## src/rtl/sdram_init_pkg.sv

```systemverilog
package sdram_init_pkg;

    typedef enum logic [3:0] {
        CMD_INHIBIT   = 4'b1111,
        CMD_NOP       = 4'b0111,
        CMD_PRECHARGE = 4'b0010,
        CMD_REFRESH   = 4'b0001,
        CMD_LOADMODE  = 4'b0000
    } sdcmd_t;

    typedef enum logic [2:0] {
        ST_POWERUP,
        ST_PRECHARGE,
        ST_WAIT_RP,
        ST_REFRESH,
        ST_WAIT_RFC,
        ST_LOADMODE,
        ST_WAIT_MRD,
        ST_DONE
    } seq_state_t;

    localparam int ALLBANK_BIT = 10;

endpackage

```

## src/rtl/sdinit_gap_timer.sv

```systemverilog
module sdinit_gap_timer #(
    parameter int TW       = 14,
    parameter int INIT_VAL = 100
) (
    input  logic          clk,
    input  logic          rst_n,
    input  logic          load,
    input  logic [TW-1:0] load_val,
    output logic          expired
);
    logic [TW-1:0] count_q;

    always_ff @(posedge clk or negedge rst_n) begin
        if (!rst_n) begin
            count_q <= TW'(INIT_VAL);
        end else if (load) begin
            count_q <= load_val;
        end else if (count_q != '0) begin
            count_q <= count_q - 1'b1;
        end
    end

    assign expired = (count_q == '0);

    // a count that has reached zero holds there until reloaded
    assert_timer_hold_R4: assert property (@(posedge clk) disable iff (!rst_n)
        (expired && !load) |=> expired);

endmodule

```

## src/rtl/sdinit_pin_reg.sv

```systemverilog
module sdinit_pin_reg
    import sdram_init_pkg::*;
#(
    parameter int AW = 12,
    parameter int BW = 2
) (
    input  logic          clk,
    input  logic          rst_n,
    input  sdcmd_t        cmd_d,
    input  logic [AW-1:0] addr_d,
    input  logic [BW-1:0] ba_d,
    input  logic          done_d,
    output logic          cs_n,
    output logic          ras_n,
    output logic          cas_n,
    output logic          we_n,
    output logic [AW-1:0] addr,
    output logic [BW-1:0] ba,
    output logic          init_done
);
    always_ff @(posedge clk or negedge rst_n) begin
        if (!rst_n) begin
            {cs_n, ras_n, cas_n, we_n} <= CMD_INHIBIT;
            addr      <= '0;
            ba        <= '0;
            init_done <= 1'b0;
        end else begin
            {cs_n, ras_n, cas_n, we_n} <= cmd_d;
            addr      <= addr_d;
            ba        <= ba_d;
            init_done <= done_d;
        end
    end

    assert_done_sticky_R8: assert property (@(posedge clk) disable iff (!rst_n)
        init_done |=> init_done);

    assert_done_quiet_R8: assert property (@(posedge clk) disable iff (!rst_n)
        init_done |-> ({cs_n, ras_n, cas_n, we_n} == CMD_NOP));

    assert_precharge_all_R3: assert property (@(posedge clk) disable iff (!rst_n)
        ({cs_n, ras_n, cas_n, we_n} == CMD_PRECHARGE) |-> addr[ALLBANK_BIT]);

endmodule

```

## src/rtl/sdram_init_seq.sv

```systemverilog
module sdram_init_seq
    import sdram_init_pkg::*;
#(
    parameter int CLK_MHZ     = 125,
    parameter int PWRUP_US    = 100,
    parameter int T_RP_CYC    = 3,
    parameter int T_RFC_CYC   = 8,
    parameter int T_MRD_CYC   = 2,
    parameter int NUM_REFRESH = 2,
    parameter int AW          = 12,
    parameter int BW          = 2
) (
    input  logic          clk,
    input  logic          rst_n,
    input  logic [AW-1:0] mode_word,
    input  logic          refresh_first,
    output logic          cs_n,
    output logic          ras_n,
    output logic          cas_n,
    output logic          we_n,
    output logic [BW-1:0] ba,
    output logic [AW-1:0] addr,
    output logic          init_done
);
    localparam int PWRUP_CYC = CLK_MHZ * PWRUP_US;
    localparam int TW        = $clog2(PWRUP_CYC + 1);
    localparam int RW        = $clog2(NUM_REFRESH + 1);
    localparam logic [TW-1:0] RP_LOAD  = TW'(T_RP_CYC - 1);
    localparam logic [TW-1:0] RFC_LOAD = TW'(T_RFC_CYC - 1);
    localparam logic [TW-1:0] MRD_LOAD = TW'(T_MRD_CYC - 1);
    localparam logic [RW-1:0] REF_LAST = RW'(NUM_REFRESH);

    seq_state_t     state_q, state_d;
    logic [RW-1:0]  ref_cnt_q;
    logic           order_q;
    logic           gap_over;
    logic           tmr_load;
    logic [TW-1:0]  tmr_val;
    sdcmd_t         cmd_d;
    logic [AW-1:0]  addr_d;
    logic [BW-1:0]  ba_d;
    logic           done_d;

    sdinit_gap_timer #(
        .TW       (TW),
        .INIT_VAL (PWRUP_CYC - 1)
    ) u_timer (
        .clk      (clk),
        .rst_n    (rst_n),
        .load     (tmr_load),
        .load_val (tmr_val),
        .expired  (gap_over)
    );

    // state register
    always_ff @(posedge clk or negedge rst_n) begin
        if (!rst_n) begin
            state_q <= ST_POWERUP;
        end else begin
            state_q <= state_d;
        end
    end

    // refresh counter and captured order
    always_ff @(posedge clk or negedge rst_n) begin
        if (!rst_n) begin
            ref_cnt_q <= '0;
            order_q   <= 1'b1;
        end else begin
            if (state_q == ST_REFRESH) begin
                ref_cnt_q <= ref_cnt_q + 1'b1;
            end
            if (state_q == ST_POWERUP) begin
                order_q <= refresh_first;
            end
        end
    end

    // next state
    always_comb begin
        state_d = state_q;
        unique case (state_q)
            ST_POWERUP:   if (gap_over) state_d = ST_PRECHARGE;
            ST_PRECHARGE: state_d = ST_WAIT_RP;
            ST_WAIT_RP:   if (gap_over) state_d = order_q ? ST_REFRESH : ST_LOADMODE;
            ST_REFRESH:   state_d = ST_WAIT_RFC;
            ST_WAIT_RFC: begin
                if (gap_over) begin
                    if (ref_cnt_q < REF_LAST) state_d = ST_REFRESH;
                    else                      state_d = order_q ? ST_LOADMODE : ST_DONE;
                end
            end
            ST_LOADMODE:  state_d = ST_WAIT_MRD;
            ST_WAIT_MRD:  if (gap_over) state_d = order_q ? ST_DONE : ST_REFRESH;
            ST_DONE:      state_d = ST_DONE;
            default:      state_d = ST_POWERUP;
        endcase
    end

    // timer reload on each command step
    always_comb begin
        tmr_load = 1'b0;
        tmr_val  = '0;
        unique case (state_q)
            ST_PRECHARGE: begin tmr_load = 1'b1; tmr_val = RP_LOAD;  end
            ST_REFRESH:   begin tmr_load = 1'b1; tmr_val = RFC_LOAD; end
            ST_LOADMODE:  begin tmr_load = 1'b1; tmr_val = MRD_LOAD; end
            default:      begin tmr_load = 1'b0; tmr_val = '0;       end
        endcase
    end

    // outputs decoded from the next state, registered in the pin stage
    always_comb begin
        cmd_d  = CMD_NOP;
        addr_d = '0;
        ba_d   = '0;
        done_d = 1'b0;
        unique case (state_d)
            ST_PRECHARGE: begin
                cmd_d = CMD_PRECHARGE;
                addr_d[ALLBANK_BIT] = 1'b1;
            end
            ST_REFRESH:  cmd_d = CMD_REFRESH;
            ST_LOADMODE: begin
                cmd_d  = CMD_LOADMODE;
                addr_d = mode_word;
            end
            ST_DONE:     done_d = 1'b1;
            default:     cmd_d = CMD_NOP;
        endcase
    end

    sdinit_pin_reg #(
        .AW (AW),
        .BW (BW)
    ) u_pins (
        .clk       (clk),
        .rst_n     (rst_n),
        .cmd_d     (cmd_d),
        .addr_d    (addr_d),
        .ba_d      (ba_d),
        .done_d    (done_d),
        .cs_n      (cs_n),
        .ras_n     (ras_n),
        .cas_n     (cas_n),
        .we_n      (we_n),
        .addr      (addr),
        .ba        (ba),
        .init_done (init_done)
    );

    assert_refresh_bound_R5: assert property (@(posedge clk) disable iff (!rst_n)
        ref_cnt_q <= REF_LAST);

    assert_order_frozen_R7: assert property (@(posedge clk) disable iff (!rst_n)
        (state_q != ST_POWERUP) |=> $stable(order_q));

    assert_gap_nop_R4: assert property (@(posedge clk) disable iff (!rst_n)
        (state_q == ST_WAIT_RP || state_q == ST_WAIT_RFC || state_q == ST_WAIT_MRD)
        |-> ({cs_n, ras_n, cas_n, we_n} == CMD_NOP));

    assert_mode_load_R6: assert property (@(posedge clk) disable iff (!rst_n)
        ({cs_n, ras_n, cas_n, we_n} == CMD_LOADMODE) |-> (ba == '0 && addr == $past(mode_word)));

    assert_powerup_quiet_R2: assert property (@(posedge clk) disable iff (!rst_n)
        (state_q == ST_POWERUP) |-> ({cs_n, ras_n, cas_n, we_n} != CMD_PRECHARGE &&
                                     {cs_n, ras_n, cas_n, we_n} != CMD_REFRESH &&
                                     {cs_n, ras_n, cas_n, we_n} != CMD_LOADMODE));

endmodule

```

## config.mk

```make
export PLATFORM = sky130hd
export DESIGN_NAME = sdram_init_seq
export DESIGN_NICKNAME = d
export VERILOG_FILES = /design/src/rtl/sdram_init_pkg.sv /design/src/rtl/sdinit_gap_timer.sv /design/src/rtl/sdinit_pin_reg.sv /design/src/rtl/sdram_init_seq.sv
export SDC_FILE = /design/constraint.sdc
export NUM_CORES = 1
export LEC_CHECK = 0
export BUFFER_PORTS_ARGS = -buffer_cell sky130_fd_sc_hd__buf_4
export CAP_MARGIN = 20
export CORE_MARGIN = 2
export CORE_UTILIZATION = 47
export DETAILED_ROUTE_END_ITERATION = 10
export MAX_ROUTING_LAYER = met4
export PLACE_DENSITY = 0.78
export SYNTH_ARGS = -nofsm -noshare
export SYNTH_HDL_FRONTEND = slang
export SYNTH_HIERARCHICAL = 1
export SYNTH_SLANG_ARGS = --single-unit
```

## constraint.sdc

```tcl
create_clock -name clk -period 2.8 [get_ports clk]
set_input_delay 0.14 -clock clk [delete_from_list [all_inputs] [get_ports clk]]
set_output_delay 0.14 -clock clk [all_outputs]
set_load 0.05 [all_outputs]
```

### After elaboration in Yosys (flattened, before gate mapping)

Cells that the tools add are included.

| storage, ports and cells | value |
|---|---|
| register bits after elaboration | 37 |
| latch bits | 0 |
| RAM bits | 0 |
| ROM bits | 0 |
| input port bits | 15 |
| output and inout port bits | 19 |
| word-level logic and storage cells | 47 |
| memories | 0 |

| cells by class | value |
|---|---|
| $add $sub $neg | 2 |
| multipliers | 0 |
| divide/modulo/power cells | 0 |
| order comparisons | 1 |
| equality and inequality tests | 11 |
| shift-type cells | 0 |
| mux-type cells | 18 |
| bitwise gates (word level) | 0 |
| reduce and logical (&&, ||, !) cells | 5 |

Operator list:

| kind | number |
|---|---|
| $mux W14 | 2 |
| $pmux W3 S8 | 1 |
| $mux W3 | 7 |
| $eq A3 B3 Y1 const B | 6 |
| $pmux W3 S3 | 2 |
| $logic_not A14 Y1 | 1 |
| $reduce_bool A14 Y1 | 1 |
| $sub A14 B1 Y14 const B | 1 |
| $mux W10 | 1 |
| $eq A3 B2 Y1 const B | 3 |
| $eq A3 B1 Y1 const B | 2 |
| $logic_not A3 Y1 | 1 |
| $mux W1 | 3 |
| $reduce_or A3 Y1 | 1 |
| $add A2 B1 Y2 const B | 1 |
| $lt A2 B2 Y1 const B | 1 |
| $mux W2 | 1 |
| $pmux W1 S2 | 1 |
| $reduce_bool A2 Y1 | 1 |

### Depth between registers and ports, before layout

Gate-level depths: netlist of run 1.

| depth | value |
|---|---|
| depth after elaboration | 6 |
| depth in mapped cells | 9 |

### Modules after synthesis

Netlist of run 1, hierarchy kept.

Modules (own cells, without submodules):

| module | instances | cells each | area an instance (um^2) |
|---|---|---|---|
| sdinit_gap_timer | 1 | 77 | 834.6 |
| sdram_init_seq | 1 | 57 | 519.2 |
| sdinit_pin_reg | 1 | 19 | 480.5 |

### Least setup slack after synthesis of run 1

No wires, ideal clock.

| timing path | value |
|---|---|
| kind | register to register |
| from | reg u_timer.count_q[0] |
| to | reg u_pins.init_done |
| arrival time | 1970 ps |
| setup slack | 693 ps |
| stages on the path, launching flop included | 10 |
| period minus slack after synthesis | 2107 ps |
| cell sequence | dfstp_2 inv_1 ha_1 nor3b_4 and4_1 buf_4 nor2b_2 mux2_4 o22ai_4 nor3b_1 |

| on the way | value |
|---|---|
| longest elaborated chain between the ends | 5 |

Ends and longest elaborated chain:

| element | line | source |
|---|---|---|
| from (decl) | sdinit_gap_timer.sv:11 | `logic [TW-1:0] count_q;` |
| from (signal assigned) | sdinit_gap_timer.sv:15 | `count_q <= TW'(INIT_VAL);` |
| from (signal assigned) | sdinit_gap_timer.sv:17 | `count_q <= load_val;` |
| from (signal assigned) | sdinit_gap_timer.sv:19 | `count_q <= count_q - 1'b1;` |
| $logic_not A14 Y1 * | sdinit_gap_timer.sv:23 | `assign expired = (count_q == '0);` |
| via gap_over | sdram_init_seq.sv:36 | `logic gap_over;` |
| $mux W3, on equally long branches | -- |  |
| $pmux W3 S8 * | sdram_init_seq.sv:82 | `unique case (state_q)` |
| $eq A3 B3 Y1 * | sdram_init_seq.sv:118 | `unique case (state_d)` |
| $mux W1 * | sdram_init_seq.sv:118 |  |
| via done_d | sdram_init_seq.sv:42 | `logic done_d;` |
| to (signal assigned) | sdinit_pin_reg.sv:31 | `init_done <= done_d;` |
| to (decl) | sdinit_pin_reg.sv:19 | `output logic init_done` |

The timed path passes the listed nets; every way through them passes the cells marked *.
A chain may end at the register's enable or synchronous reset.

### Worst setup path after layout of run 1

Ends and elaborated chain as after synthesis.

==> results of run 1 <==
-- kinds of logic after synthesis --
| family | Yosys count |
|---|---|
| AO/OA/AOI/OAI | 28 |
| XOR/XNOR | 12 |
| adder cells (fa/ha/maj) | 1 |
| buffers and inverters | 11 |
| flip-flops | 39 |
| multiplexers | 2 |
| other | 1 |
| AND/OR/NAND/NOR | 59 |
-- flip-flops by register name (all words and copies together), names as in the netlist --
name,flops
u_pins/ras_n,1
u_pins/init_done,1
u_pins/addr,12
ref_cnt_q,2
order_q,1
u_pins/ba,2
u_pins/cas_n,1
state_q,3
u_timer/count_q,14
u_pins/cs_n,1
u_pins/we_n,1
-- stage by stage --
stage	setup slack, ns	total power (W)	util (%)	instance area, um^2	hold slack [ns]
finish	0.299	0.00103	61.0	2270	0.0573
global route	0.114	0.00107	61.0	2270	0.0477
CTS	0.308	0.00104	61.0	2270	0.0518
detailed placement	0.358	0.000620	57.9	2150	0.135
global placement	0.445	0.000619	57.9	2150	0.126
floorplan	0.693	0.000591	-	1880	-0.156
-- cell usage in the layout (no fill, tap or decap), drive strengths merged, types with 2 or more instances in the layout --
cell type	instances
o21a	2
dfrtp	27
clkbuf	7
o21ai	2
nor2b	7
nand2	10
mux2	2
nor3b	4
dfstp	12
a21oi	3
o31ai	5
a221o	2
nor4	3
xnor2	11
inv	4
nor2	5
buf	34
nand2b	3
nor3	4
nand3	4
a22o	7
and2	13
conb	14
-- cell usage after synthesis, types with 2 or more instances --
cell	instances	share of area, %
o31ai_1	5	2.0
nand3_1	4	1.1
inv_1	4	0.82
nor3_1	2	0.55
dfstp_2	12	17
a221o_1	2	1.1
nor2b_1	5	1.7
a21oi_1	2	0.55
nor4_2	2	1.4
nor2_1	4	0.82
a22o_1	7	3.3
nand2b_1	3	1.0
buf_4	3	1.2
nand2_1	10	2.0
xnor2_1	11	5.3
nor3b_1	3	1.2
dfrtp_1	27	37
o21a_1	2	0.82
clkbuf_1	2	0.41
and2_1	13	4.4
-- cell type report --
| class | count | area share [%] |
|---|---|---|
| flip-flops and latches | 39 | 43.7 |
| multi-input cells | 116 | 36.7 |
| repair buffers | 35 | 11.7 |
| clock buffers | 7 | 4.25 |
| well taps | 48 | 2.65 |
| inverters | 4 | 0.663 |
| clock inverters | 1 | 0.331 |
-- report_power, final --
group / internal [W] / leakage, nW / switching, W
Combinational: 0.0000167 / 0.543 / 0.0000239
Clock: 0.000224 / 0.0505 / 0.000192
Sequential: 0.000568 / 0.467 / 0.00000168
-- path summary, 6_finish.rpt --
| path | to | from | slack [ns] | depth (start not counted) |
|---|---|---|---|---|
| setup / recovery | u_pins/init_done | u_timer/count_q[0] | 0.30 | 8 |
| hold / removal | u_pins/addr[7] | mode_word[7] | 0.06 | 2 |
| setup reg to reg | u_pins/init_done | u_timer/count_q[0] | 0.30 | 8 |
| hold reg to reg | ref_cnt_q[0] | ref_cnt_q[0] | 0.47 | 1 |
| max in group asynchronous | u_timer/count_q[0] | rst_n | 2.09 | 2 |
| min in group asynchronous | u_timer/count_q[11] | rst_n | 0.35 | 2 |
-- critical path, stage by stage, from the launching register on --
cell and delay (ns):
dfstp_2 0.38, inv_1 0.09, ha_1 0.20, nor3b_4 0.32
and4_1 0.51, nor2b_2 0.26, mux2_4 0.32, o22ai_4 0.21
nor3b_1 0.08
-- layer usage --
layer | routed length, um | vias up | track usage (%)
met3 | 124 | 9 | 5.57
met2 | 1740 | 29 | 30.9
met4 | 66 | 0 | 6.12
met1 | 1470 | 606 | 21.9
li1 | - | 617 | -
met5 | 0 | - | -
==> results.tsv, run 1 <==
stage	metric	value	unit
outcome	outcome	complete, no violations	
final_layout	final_nets	217	
global_route	grt_remaining_overflow	0	
power_and_ir_drop	p_per_area	453	nW/um^2
final_layout	multi_input_area	831	um^2
synthesis	synth_compound_area_share	13.4	%
synthesis	yosys_register_bits	39	
synthesis	synthMuxAreaShare	1.43	%
power_and_ir_drop	leakage	1.06	nW
route	antenna_left	0	
floorplan	core-area	3720	um^2
clocking	cts_made_buffers	5	
final_layout	fill_cells	314	
sta	fin_tns_setup	0	ns
route	first_pass_iters	4	
sta	skew	0.00429	ns
sta	layout_min_cycle_time	2.50	ns
sta	setup_viol	0	
global_route	grt_pass1_wl	6.02	mm
synthesis	synthFlopType	dfrtp_1	
synthesis	async_flop_share	100	%
placed_design	dp.cells	241	
synthesis	synth.cell_area	1830	um^2
critical_path	end_kind	register	
floorplan	fp.dieW	66.5	um
clocking	cts.sinks	39	
final_layout	final_cells	250	
synthesis	yosysWarningCount	6	
synthesis	synth_enable_flop_cells	0	
global_route	antenna_found_initial	0	
global_route	grt_pass1_vias	1355	
placed_design	dp_hpwl	2.41	mm
clocking	cts.path.max_buffers	2	
route	wl_per_cell	13.6	um
route	vias	1261	
critical_path	worstSetupStartpointType	register	
route	wl	3.40	mm
synthesis	avgSynthCellArea	12.0	um^2
job	drv_cap	0	
clocking	clockRootBuffer	clkbuf_8	
synthesis	synth-seq-area-share	54.0	%
critical_path	required	2.96	ns
clocking	postCtsHoldBufs	1	
clocking	insertion_delay	0.29	ns
synthesis	synth_cells	153	
floorplan	initial_core_util	49.4	%
placed_design	gp_congestion	0.815	
synthesis	synth_xor_area_share	5.73	%
floorplan	ios	34	
sta	hold_viol	0	
sta	final.period_utilization	89.3	%
critical_path	worst-endpoint-arrival	2.66	ns
final_layout	drive_gt1_share	33.7	%
route	vias_per_cell	5.04	
synthesis	ys_types	50	
sta	max-slew-margin-rel	58.6	%
floorplan	row_count	22	
clocking	cts_resized	0	
final_layout	syn_to_final_growth	23.5	%
global_route	track_usage	18.7	%
worst_hold_path	hp-class	in -> reg	
clocking	path_clk_slew	0.07	ns
sta	tightestPinTransition	0.620	ns
clocking	cts_tree	done	
route	drtIter0Drc	58	
floorplan	die_area	4420	um^2
final_layout	regArea	991	um^2
placed_design	io_buffers	33	
critical_path	worstSetupPathType	reg -> reg	
route	drc	0	
power_and_ir_drop	irDropWorstVdd	0.000316	V
clocking	post_cts_buffers	0	
clocking	htreeDepth	2	
synthesis	synth_top_family_by_area	simple AND/OR/NAND/NOR gates	
synthesis	synth-simple-area-share	21.2	%
critical_path	worstPathMaxFanout	10	
final_layout	antenna_cells	0	
global_route	grt_max_degree	40	
floorplan	die_h	66.5	um
sta	fmaxAchievable	400	MHz
sta	drv_slew	0	
sta	rsz0062_at_grt	false	
synthesis	synthAdderAreaFrac	0.682	%
Note: power is estimated with default switching activity, not from simulation.
==> run 2, diff against run 1 <==
--- a/config.mk
+++ b/config.mk
@@ -5,7 +5,7 @@
 export SDC_FILE = /design/constraint.sdc
 export NUM_CORES = 1
 export LEC_CHECK = 0
-export BUFFER_PORTS_ARGS = -buffer_cell sky130_fd_sc_hd__buf_4
+export BUFFER_PORTS_ARGS = -buffer_cell sky130_fd_sc_hd__buf_2
 export CAP_MARGIN = 20
 export CORE_MARGIN = 2
 export CORE_UTILIZATION = 47
==> results.tsv, run 2 (synthesized netlist as in run 1, its figures left out) <==
stage	metric	value	unit	change
outcome	outcome	complete, no violations		
critical_path	worst-endpoint-arrival	2.52	ns	-0.14 ns
clocking	post_cts_buffers	0		unchanged
route	vias	1237		-1.9%
sta	final.period_utilization	81.9	%	-7.4 points
clocking	cts.path.max_buffers	2		unchanged
power_and_ir_drop	leakage	1.06	nW	-0.23%
critical_path	worstSetupStartpointType	register		
job	drv_cap	0		unchanged
sta	rsz0062_at_grt	false		
clocking	cts_resized	0		unchanged
critical_path	required	3.03	ns	+0.07 ns
final_layout	final_cells	251		+0.40%
global_route	antenna_found_initial	0		unchanged
clocking	cts.sinks	39		unchanged
global_route	grt_max_degree	40		unchanged
global_route	grt_pass1_vias	1247		-8.0%
global_route	grt_remaining_overflow	0		unchanged
final_layout	multi_input_area	831	um^2	unchanged
worst_hold_path	hp-class	in -> reg		
route	vias_per_cell	4.93		-2.3%
final_layout	reg_top3	u_timer/count_q: 14 flops, u_pins/addr: 12 flops, state_q: 3 flops		
sta	fin_tns_setup	0	ns	unchanged
final_layout	drive_gt1_share	34.0	%	+0.33 points
placed_design	io_buffers	33		unchanged
power_and_ir_drop	fin_total_pwr	0.00108	W	+5.3%
final_layout	top_register	u_timer/count_q		
clocking	clockRootBuffer	clkbuf_8		
clocking	cts_made_buffers	5		unchanged
power_and_ir_drop	irDropWorstVdd	0.000348	V	+10%
global_route	track_usage	17.4	%	-1.2 points
sta	drv_slew	0		unchanged
floorplan	initial_core_util	49.4	%	unchanged
power_and_ir_drop	p_per_area	490	nW/um^2	+8.2%
final_layout	final_cell_mix	33 x buf_2, 27 x dfrtp_1, 14 x conb_1		
critical_path	end_kind	register		
sta	tightestPinTransition	0.839	ns	+0.219 ns
final_layout	layout_commonest_cell	buf_2		
route	drtIter0Drc	37		-36%
sta	layout_min_cycle_time	2.29	ns	-0.206 ns
clocking	postCtsHoldBufs	1		unchanged
final_layout	fill_cells	327		+4.1%
clocking	path_clk_slew	0.07	ns	about the same
sta	worst_slack	0.506	ns	+0.206 ns
route	wl_per_cell	13.0	um	-4.2%
final_layout	syn_to_final_growth	20.2	%	
floorplan	fp.dieW	66.5	um	unchanged
clocking	cts_tree	done		
final_layout	regArea	991	um^2	unchanged
route	antenna_left	0		unchanged
placed_design	dp_hpwl	2.29	mm	-5.1%
clocking	htreeDepth	2		unchanged
sta	setup_viol	0		unchanged
sta	hold_viol	0		unchanged
floorplan	core-area	3720	um^2	unchanged
sta	fmaxAchievable	436	MHz	+9.0%
route	first_pass_iters	4		unchanged
floorplan	row_count	22		unchanged
floorplan	die_h	66.5	um	unchanged
placed_design	placed_area	2080	um^2	-3.5%
critical_path	worstSetupPathType	reg -> reg		
final_layout	largest_reg_flops	14		unchanged
final_layout	antenna_cells	0		unchanged
floorplan	die_area	4420	um^2	unchanged
floorplan	ios	34		unchanged
critical_path	worstPathMaxFanout	6		-4
sta	max-slew-margin-rel	44.0	%	-15 points
final_layout	final_nets	218		+0.46%
final_layout	stdcell_area	2200	um^2	-2.7%
sta	skew	0.00430	ns	+0.00000719 ns
placed_design	dp_slack	0.548	ns	+0.190 ns
global_route	grt_pass1_wl	5.58	mm	-7.3%
clocking	insertion_delay	0.29	ns	about the same
route	drc	0		unchanged
route	wl	3.27	mm	-3.8%
placed_design	gp_congestion	0.825		+1.2%
placed_design	dp.cells	242		+0.41%
run 2: cell types whose count changed in the layout (fill, tap and decap cells not counted):
cell        delta
buf_2         +33
clkbuf_8       -1
buf_4         -32
clkinvlp_4     -1
clkinv_2       +1
bufinv_16      +1
run 2: power breakdown:
| group | switching [W] | internal, W |
|---|---|---|
| Combinational | 0.0000236 | 0.00000992 |
| Clock | 0.000189 | 0.000288 |
| Sequential | 0.00000190 | 0.000568 |
| Total | 0.000214 | 0.000866 |
run 2: final cells by class:
cell class              count  area share [%]
flip-flops and latches     39            44.9
multi-input cells         116            37.7
inverters                   4           0.681
well taps                  48            2.72
clock inverters             2            1.59
clock buffers               6            3.75
repair buffers             36            8.63
run 2: per-stage QoR:
step | hold WS [ns] | utilization, %
after floorplan | -0.156 | -
after global placement | 0.279 | 55.9
after detailed placement | 0.288 | 55.9
after CTS | 0.0437 | 59.3
after global routing | 0.0461 | 59.3
final | 0.0490 | 59.3
run 2: worst paths after layout:
kind / from / endpoint / slack (ns) / cells after the start
worst max-delay path: u_timer/count_q[0] / u_pins/addr[10] / 0.51 / 8
worst min-delay path: mode_word[9] / u_pins/addr[9] / 0.05 / 2
worst max register to register: u_timer/count_q[0] / u_pins/addr[10] / 0.51 / 8
worst min register to register: ref_cnt_q[0] / ref_cnt_q[0] / 0.49 / 1
max in group asynchronous: rst_n / u_pins/addr[4] / 1.78 / 2
min in group asynchronous: rst_n / u_timer/count_q[9] / 0.49 / 2
run 2: layer usage:
metal / up-vias / track usage (%) / part of all wire [%]
met5: - / - / 0
met4: 0 / 7.91 / 1.3
met3: 4 / 4.22 / 2.9
met2: 19 / 28.9 / 51
met1: 597 / 20.1 / 45
li1: 617 / - / -
run 2: worst max-delay path, cell delays in order (launching register included):
cell	delay, ns
dfstp_2	0.38
inv_1	0.10
ha_1	0.19
nor3b_4	0.31
and4_1	0.35
nor2b_2	0.23
mux2_4	0.33
o22ai_4	0.20
o21ba_1	0.15
